--- config.mk ---
export PLATFORM = sky130hd
export DESIGN_NAME = prio_irq_ctrl
export DESIGN_NICKNAME = d
export VERILOG_FILES = /design/src/rtl/icu_pkg.sv /design/src/rtl/icu_decode.sv /design/src/rtl/icu_bitbank.sv /design/src/rtl/icu_prio.sv /design/src/rtl/prio_irq_ctrl.sv
export SDC_FILE = /design/constraint.sdc
export NUM_CORES = 1
export LEC_CHECK = 0
export BUFFER_PORTS_ARGS = -buffer_cell sky130_fd_sc_hd__buf_2
export CAP_MARGIN = 10
export CORE_MARGIN = 3
export CORE_UTILIZATION = 30
export CTS_CLUSTER_DIAMETER = 80
export CTS_CLUSTER_SIZE = 16
export DETAILED_ROUTE_END_ITERATION = 8
export GPL_ROUTABILITY_DRIVEN = 1
export PLACE_DENSITY = 0.58
export SLEW_MARGIN = 20
export SYNTH_ARGS = -nofsm -noshare
export SYNTH_HDL_FRONTEND = slang
export SYNTH_SLANG_ARGS = --single-unit
--- constraint.sdc ---
create_clock -name clk -period 3.1 [get_ports clk]
set_input_delay 0.62 -clock clk [delete_from_list [all_inputs] [get_ports clk]]
set_output_delay 0.62 -clock clk [all_outputs]
set_load 0.01 [all_outputs]
--- src/rtl/icu_pkg.sv ---
`timescale 1ns/1ps
package icu_pkg;
    typedef enum logic [2:0] {
        ACC_NONE,
        ACC_INFO,
        ACC_EVENT,
        ACC_MASK_SET,
        ACC_MASK_CLR,
        ACC_SOFT_SET,
        ACC_SOFT_CLR,
        ACC_TARGET
    } acc_kind_e;

    typedef enum logic {
        S_IDLE,
        S_RESP
    } rsp_state_e;

    localparam logic [15:0] EVT_TYPE_HW = 16'd1;
endpackage

--- src/rtl/icu_decode.sv ---
`timescale 1ns/1ps
module icu_decode
    import icu_pkg::*;
(
    input  logic [11:0] addr,
    output acc_kind_e   kind,
    output logic [4:0]  word,
    output logic [7:0]  tline
);
    always_comb begin
        word  = addr[6:2];
        tline = addr[9:2];
        kind  = ACC_NONE;
        if (addr[1:0] == 2'b00) begin
            if (addr[11:10] == 2'b01) begin
                kind = ACC_TARGET;
            end else if (addr[11:10] == 2'b00) begin
                unique case (addr[9:7])
                    3'd0: begin
                        if (addr[6:2] == 5'd0)      kind = ACC_INFO;
                        else if (addr[6:2] == 5'd1) kind = ACC_EVENT;
                    end
                    3'd2:    kind = ACC_MASK_SET;
                    3'd3:    kind = ACC_MASK_CLR;
                    3'd4:    kind = ACC_SOFT_SET;
                    3'd5:    kind = ACC_SOFT_CLR;
                    default: kind = ACC_NONE;
                endcase
            end
        end
    end
endmodule

--- src/rtl/icu_bitbank.sv ---
`timescale 1ns/1ps
module icu_bitbank #(
    parameter int   NUM_LINES = 64,
    parameter logic RST_VAL   = 1'b0,
    localparam int  IDX_W     = (NUM_LINES > 1) ? $clog2(NUM_LINES) : 1
) (
    input  logic                 clk,
    input  logic                 rst_n,
    input  logic                 set_en,
    input  logic                 clr_en,
    input  logic [4:0]           word,
    input  logic [31:0]          wdata,
    input  logic                 auto_en,
    input  logic [IDX_W-1:0]     auto_idx,
    input  logic [4:0]           rd_word,
    output logic [NUM_LINES-1:0] bits,
    output logic [31:0]          rd_bits
);
    always_ff @(posedge clk) begin
        if (!rst_n) begin
            bits <= {NUM_LINES{RST_VAL}};
        end else begin
            for (int i = 0; i < NUM_LINES; i++) begin
                if (set_en && word == 5'(i / 32) && wdata[i % 32])
                    bits[i] <= 1'b1;
                else if (clr_en && word == 5'(i / 32) && wdata[i % 32])
                    bits[i] <= 1'b0;
                // acknowledge-side masking is placed last so it wins
                if (auto_en && auto_idx == IDX_W'(i))
                    bits[i] <= 1'b1;
            end
        end
    end

    always_comb begin
        rd_bits = '0;
        for (int b = 0; b < 32; b++) begin
            for (int i = 0; i < NUM_LINES; i++) begin
                if (i % 32 == b && rd_word == 5'(i / 32))
                    rd_bits[b] = bits[i];
            end
        end
    end
endmodule

--- src/rtl/icu_prio.sv ---
`timescale 1ns/1ps
module icu_prio #(
    parameter int  NUM_LINES = 64,
    localparam int IDX_W     = (NUM_LINES > 1) ? $clog2(NUM_LINES) : 1
) (
    input  logic [NUM_LINES-1:0] req,
    output logic                 any,
    output logic [IDX_W-1:0]     idx
);
    always_comb begin
        any = 1'b0;
        idx = '0;
        for (int i = NUM_LINES - 1; i >= 0; i--) begin
            if (req[i]) begin
                any = 1'b1;
                idx = IDX_W'(i);
            end
        end
    end
endmodule

--- src/rtl/prio_irq_ctrl.sv ---
`timescale 1ns/1ps
module prio_irq_ctrl
    import icu_pkg::*;
#(
    parameter int NUM_LINES = 64,
    parameter int TGT_W     = 4
) (
    input  logic                 clk,
    input  logic                 rst_n,
    input  logic [NUM_LINES-1:0] irq_lines,
    input  logic                 bus_valid,
    input  logic                 bus_write,
    input  logic [11:0]          bus_addr,
    input  logic [31:0]          bus_wdata,
    output logic [31:0]          bus_rdata,
    output logic                 bus_rvalid,
    output logic                 irq_out
);
    localparam int IDX_W = (NUM_LINES > 1) ? $clog2(NUM_LINES) : 1;

    acc_kind_e             kind;
    logic [4:0]            word;
    logic [7:0]            tline;
    logic [NUM_LINES-1:0]  mask_bits, soft_bits, pend;
    logic [31:0]           mask_rd, soft_rd, rd_next;
    logic                  win_any, rd_fire, wr_fire, evt_ack;
    logic [IDX_W-1:0]      win_idx, tidx;
    logic [TGT_W-1:0]      tgt_q [NUM_LINES];
    rsp_state_e            state_q, state_d;

    icu_decode u_dec (
        .addr  (bus_addr),
        .kind  (kind),
        .word  (word),
        .tline (tline)
    );

    assign rd_fire = bus_valid && !bus_write;
    assign wr_fire = bus_valid && bus_write;
    assign evt_ack = rd_fire && (kind == ACC_EVENT) && win_any;

    icu_bitbank #(.NUM_LINES(NUM_LINES), .RST_VAL(1'b1)) u_mask (
        .clk      (clk),
        .rst_n    (rst_n),
        .set_en   (wr_fire && kind == ACC_MASK_SET),
        .clr_en   (wr_fire && kind == ACC_MASK_CLR),
        .word     (word),
        .wdata    (bus_wdata),
        .auto_en  (evt_ack),
        .auto_idx (win_idx),
        .rd_word  (word),
        .bits     (mask_bits),
        .rd_bits  (mask_rd)
    );

    icu_bitbank #(.NUM_LINES(NUM_LINES), .RST_VAL(1'b0)) u_soft (
        .clk      (clk),
        .rst_n    (rst_n),
        .set_en   (wr_fire && kind == ACC_SOFT_SET),
        .clr_en   (wr_fire && kind == ACC_SOFT_CLR),
        .word     (word),
        .wdata    (bus_wdata),
        .auto_en  (1'b0),
        .auto_idx ('0),
        .rd_word  (word),
        .bits     (soft_bits),
        .rd_bits  (soft_rd)
    );

    assign pend = (irq_lines | soft_bits) & ~mask_bits;

    icu_prio #(.NUM_LINES(NUM_LINES)) u_prio (
        .req (pend),
        .any (win_any),
        .idx (win_idx)
    );

    assign irq_out = win_any;
    assign tidx    = IDX_W'(tline);

    // target-CPU fields: stored and read back only
    always_ff @(posedge clk) begin
        if (!rst_n) begin
            for (int i = 0; i < NUM_LINES; i++) tgt_q[i] <= '0;
        end else if (wr_fire && kind == ACC_TARGET && int'(tline) < NUM_LINES) begin
            tgt_q[tidx] <= bus_wdata[TGT_W-1:0];
        end
    end

    always_comb begin
        rd_next = '0;
        unique case (kind)
            ACC_INFO:                   rd_next = {16'h0, 16'(NUM_LINES)};
            ACC_EVENT:                  rd_next = win_any ? {EVT_TYPE_HW, 16'(win_idx)} : 32'h0;
            ACC_MASK_SET, ACC_MASK_CLR: rd_next = mask_rd;
            ACC_SOFT_SET, ACC_SOFT_CLR: rd_next = soft_rd;
            ACC_TARGET:                 rd_next = (int'(tline) < NUM_LINES) ? 32'(tgt_q[tidx]) : 32'h0;
            default:                    rd_next = '0;
        endcase
    end

    // response state machine: state register
    always_comb state_d = rd_fire ? S_RESP : S_IDLE;

    always_ff @(posedge clk) begin
        if (!rst_n) state_q <= S_IDLE;
        else        state_q <= state_d;
    end

    // response state machine: outputs
    always_ff @(posedge clk) begin
        if (!rst_n)       bus_rdata <= '0;
        else if (rd_fire) bus_rdata <= rd_next;
        else              bus_rdata <= '0;
    end

    always_comb begin
        unique case (state_q)
            S_RESP:  bus_rvalid = 1'b1;
            default: bus_rvalid = 1'b0;
        endcase
    end

    AST_AUTO_MASK: assert property (@(posedge clk) disable iff (!rst_n)
        evt_ack |=> mask_bits[$past(win_idx)]);
    AST_EMPTY_EVENT: assert property (@(posedge clk) disable iff (!rst_n)
        (rd_fire && kind == ACC_EVENT && !irq_out) |=> (bus_rdata == 32'h0));
    AST_EVENT_TYPE: assert property (@(posedge clk) disable iff (!rst_n)
        (rd_fire && kind == ACC_EVENT && irq_out) |=> (bus_rdata[31:16] == 16'd1));
    AST_SOFT_SET: assert property (@(posedge clk) disable iff (!rst_n)
        (wr_fire && kind == ACC_SOFT_SET && word == 5'd0 && bus_wdata[0]) |=> soft_bits[0]);
    AST_RESP_TIMING: assert property (@(posedge clk) disable iff (!rst_n)
        rd_fire |=> bus_rvalid);
    AST_NO_SPURIOUS_RESP: assert property (@(posedge clk) disable iff (!rst_n)
        (!rd_fire) |=> !bus_rvalid);
endmodule

==> out/results.ini <==
[outcome]
outcome=complete, but fails checks
violations=setup timing

[pwr]
switching_share_pct=24.3
power_frac_clock_pct=39.8
p_sw_w=0.00279
irDropWorstVdd_mv=0.351
leakagePower_nw=9.04
p_int_w=0.00871
combPwrFrac_pct=7.2
pwr-share-seq_pct=53.0
power_density_nw_per_um2=454

[cts]
cts_num_sinks=417
clkSlewWorstSetupHoldPaths_ps=70
cts_tree=yes
cts_max_level=2
clk_latency_ps=570
ctsRootBufferMaster=clkbuf_16
postCtsHoldBufs=0
clk_path_buf_depth=3
cts_buffers=35

[synth]
syn-mean-instance-area_um2=9.78
yosys_warnings=0
synthMuxAreaShare_pct=0
synth_top_family_by_area=compound AO/OA/AOI/OAI gates
synthXorXnorAreaFrac_pct=0.0430
synth_simple_gate_area_share_pct=17.6
synth_compound_area_share_pct=24.8
synthAdderAreaFrac_pct=0
synth-edff-count=256
synthCells=2082
ys_types=76
synthArstFlopShare_pct=0
ys_ff_latch=417
syn_nets=2194
ys_seq_area_share_pct=53.6
dominantRegCellSynth=edfxtp_1
syn_area_um2=20400

[timing]
finalCritPeriodShare_pct=102
slew_headroom_pct=39.3
fmax_mhz=316
hold_viol=0
finalCriticalPeriod_ps=3160
rsz0062_at_grt=yes
slew_viol_final=0
hold_slack_ps=380
tightest_slew_ps=910
fin_ws_ps=-60.3
final.setup_skew_ps=25.0
setup_viol=1

[drt]
first_iter_violations=2369
drt-total-wl_um=78700
drc=0
routedWlPerCell_um=24.1
viasPerCell=5.76
first_pass_iters=8
antenna_left=0
vias=18800

[die]
start_util_pct=30.6
placementRows=94
die_area_um2=71000
die_w_um=267
coreArea_um2=66500
dieHeight_um=267
num_io_pins=146

[placement]
gp_congestion=0.946
place_ws_ps=-158
portBuffers=145
place_hpwl_um=56500

[critical_path]
endpoint_kind=primary output
r2r-start=u_soft.bits[32]
critPathRequiredTime_ps=2480
worstPathArrival_ps=2540
crit_start=u_mask.bits[60]
startpoint_type=flip-flop
crit_type=reg -> out
critPathMaxFanout=4

[flow_run]
maxCapViolCount=0

[layout]
final_nets=2497
drive_gt1_share_pct=24.4
fillers=6631
final_common_cell=nor2_1
final_cell_mix=369 x nor2_1, 268 x buf_4, 256 x edfxtp_1, 230 x a22oi_1, 227 x nand2_1
area_growth_pct=24.4

[global_routing]
antenna_found_initial=7
grt_max_degree=131
grt_pass1_wl_um=117000
grt_usage_pct=21.4
grt-ovfl-total=0
grt_pass1_vias=18400

[worst_hold_path]
hp-class=in -> reg
min_from=bus_wdata[31]

-- per-stage QoR --
stage | util, % | setup TNS, ps | cell area [µm²] | power [W] | instances
floorplan | - | 0 | 20400 | 0.00657 | 2082
global placement | 36.2 | -1250 | 24000 | 0.00702 | 3201
detailed placement | 36.2 | -1400 | 24000 | 0.00703 | 3201
CTS | 38.0 | -83.9 | 25200 | 0.0116 | 3259
global route | 38.1 | -73.0 | 25300 | 0.0118 | 3266
finish | 38.1 | -60.3 | 25300 | 0.0115 | 3266
-- metal layers --
layer | wire [µm] | vias to the layer above | share of wire (%) | track usage, %
met4 | 2550 | 6 | 3.2 | 7.01
met2 | 37900 | 922 | 48 | 36.7
met5 | 41 | - | 0.052 | 0
met1 | 31900 | 9265 | 41 | 27.6
met3 | 6240 | 170 | 7.9 | 3.57
li1 | - | 8448 | - | -
-- cell type report --
cell class              instances  area, µm²  share of cell area (%)
repair buffers                442       3320                    13.1
flip-flops and latches        417      10900                    43.1
multi-input cells            1471       8820                    34.8
inverters                      18       70.1                   0.277
diodes                          2       5.00                  0.0198
clock inverters                11        150                   0.593
well taps                     864       1080                    4.27
clock buffers                  41        951                    3.75
-- kinds of logic after synthesis --
| logic type | after synthesis |
|---|---|
| flops | 417 |
| buf+inv | 194 |
| compound gates | 683 |
| simple gates | 787 |
| xor+xnor | 1 |
-- what timing repair did --
action                                  in CTS  in global routing
buffers inserted                             6                  5
pin swaps                                    5                 12
endpoints found under the setup margin       1                  1
cloned                                       0                  0
resized for setup                           13                 16
-- worst max-delay path: stages, from the launching register on --
cell and delay, ps:
dfxtp_1 400, o21ba_2 230, nor4b_4 370, nor4bb_1 270, buf_4 210, nand4_1 250, buf_2 240
-- path summary, 6_finish.rpt --
path                          end  slack [ps]  cells past startpoint
setup reg to reg  u_mask.bits[46]         100                      9
hold reg to reg   u_soft.bits[12]         480                      2
hold / removal    u_soft.bits[63]         380                      3
setup / recovery          irq_out         -60                      6
-- flip-flops by register name, indices dropped and copies added, names as in the netlist --
register and count:
bus_rdata 32, state_q 1, tgt_q 256, u_mask.bits 64, u_soft.bits 64
-- power groups by stage --
stage / Clock (W) / Combinational [W] / Sequential, W
2_1_floorplan: 0 / 0.000386 / 0.00619
3_3_place_gp: 0 / 0.000795 / 0.00622
3_5_place_dp: 0 / 0.000806 / 0.00622
4_1_cts: 0.00466 / 0.000810 / 0.00610
5_1_grt: 0.00483 / 0.000877 / 0.00611
6_report: 0.00457 / 0.000827 / 0.00610
-- synth_stat cells (15+ instances only) --
cell type	number	area, µm²
nor2_1	371	1390
dfxtp_1	161	3220
nand2_1	227	852
edfxtp_1	256	7690
and3_1	17	106
clkbuf_1	124	465
o31ai_1	20	150
a221o_1	15	150
inv_1	18	67.6
o22a_1	26	228
a22oi_1	230	1730
o21bai_1	61	458
buf_2	30	150
nand4_1	39	244
a21oi_1	38	190
nor3_1	18	90.1
a31oi_1	16	100
a22o_1	15	131
o21ba_2	17	170
and2_1	19	119
o21ai_0	103	515
a31o_2	22	193
nand3_1	22	110
a221oi_1	38	333
(Power assumes the default switching activity.)
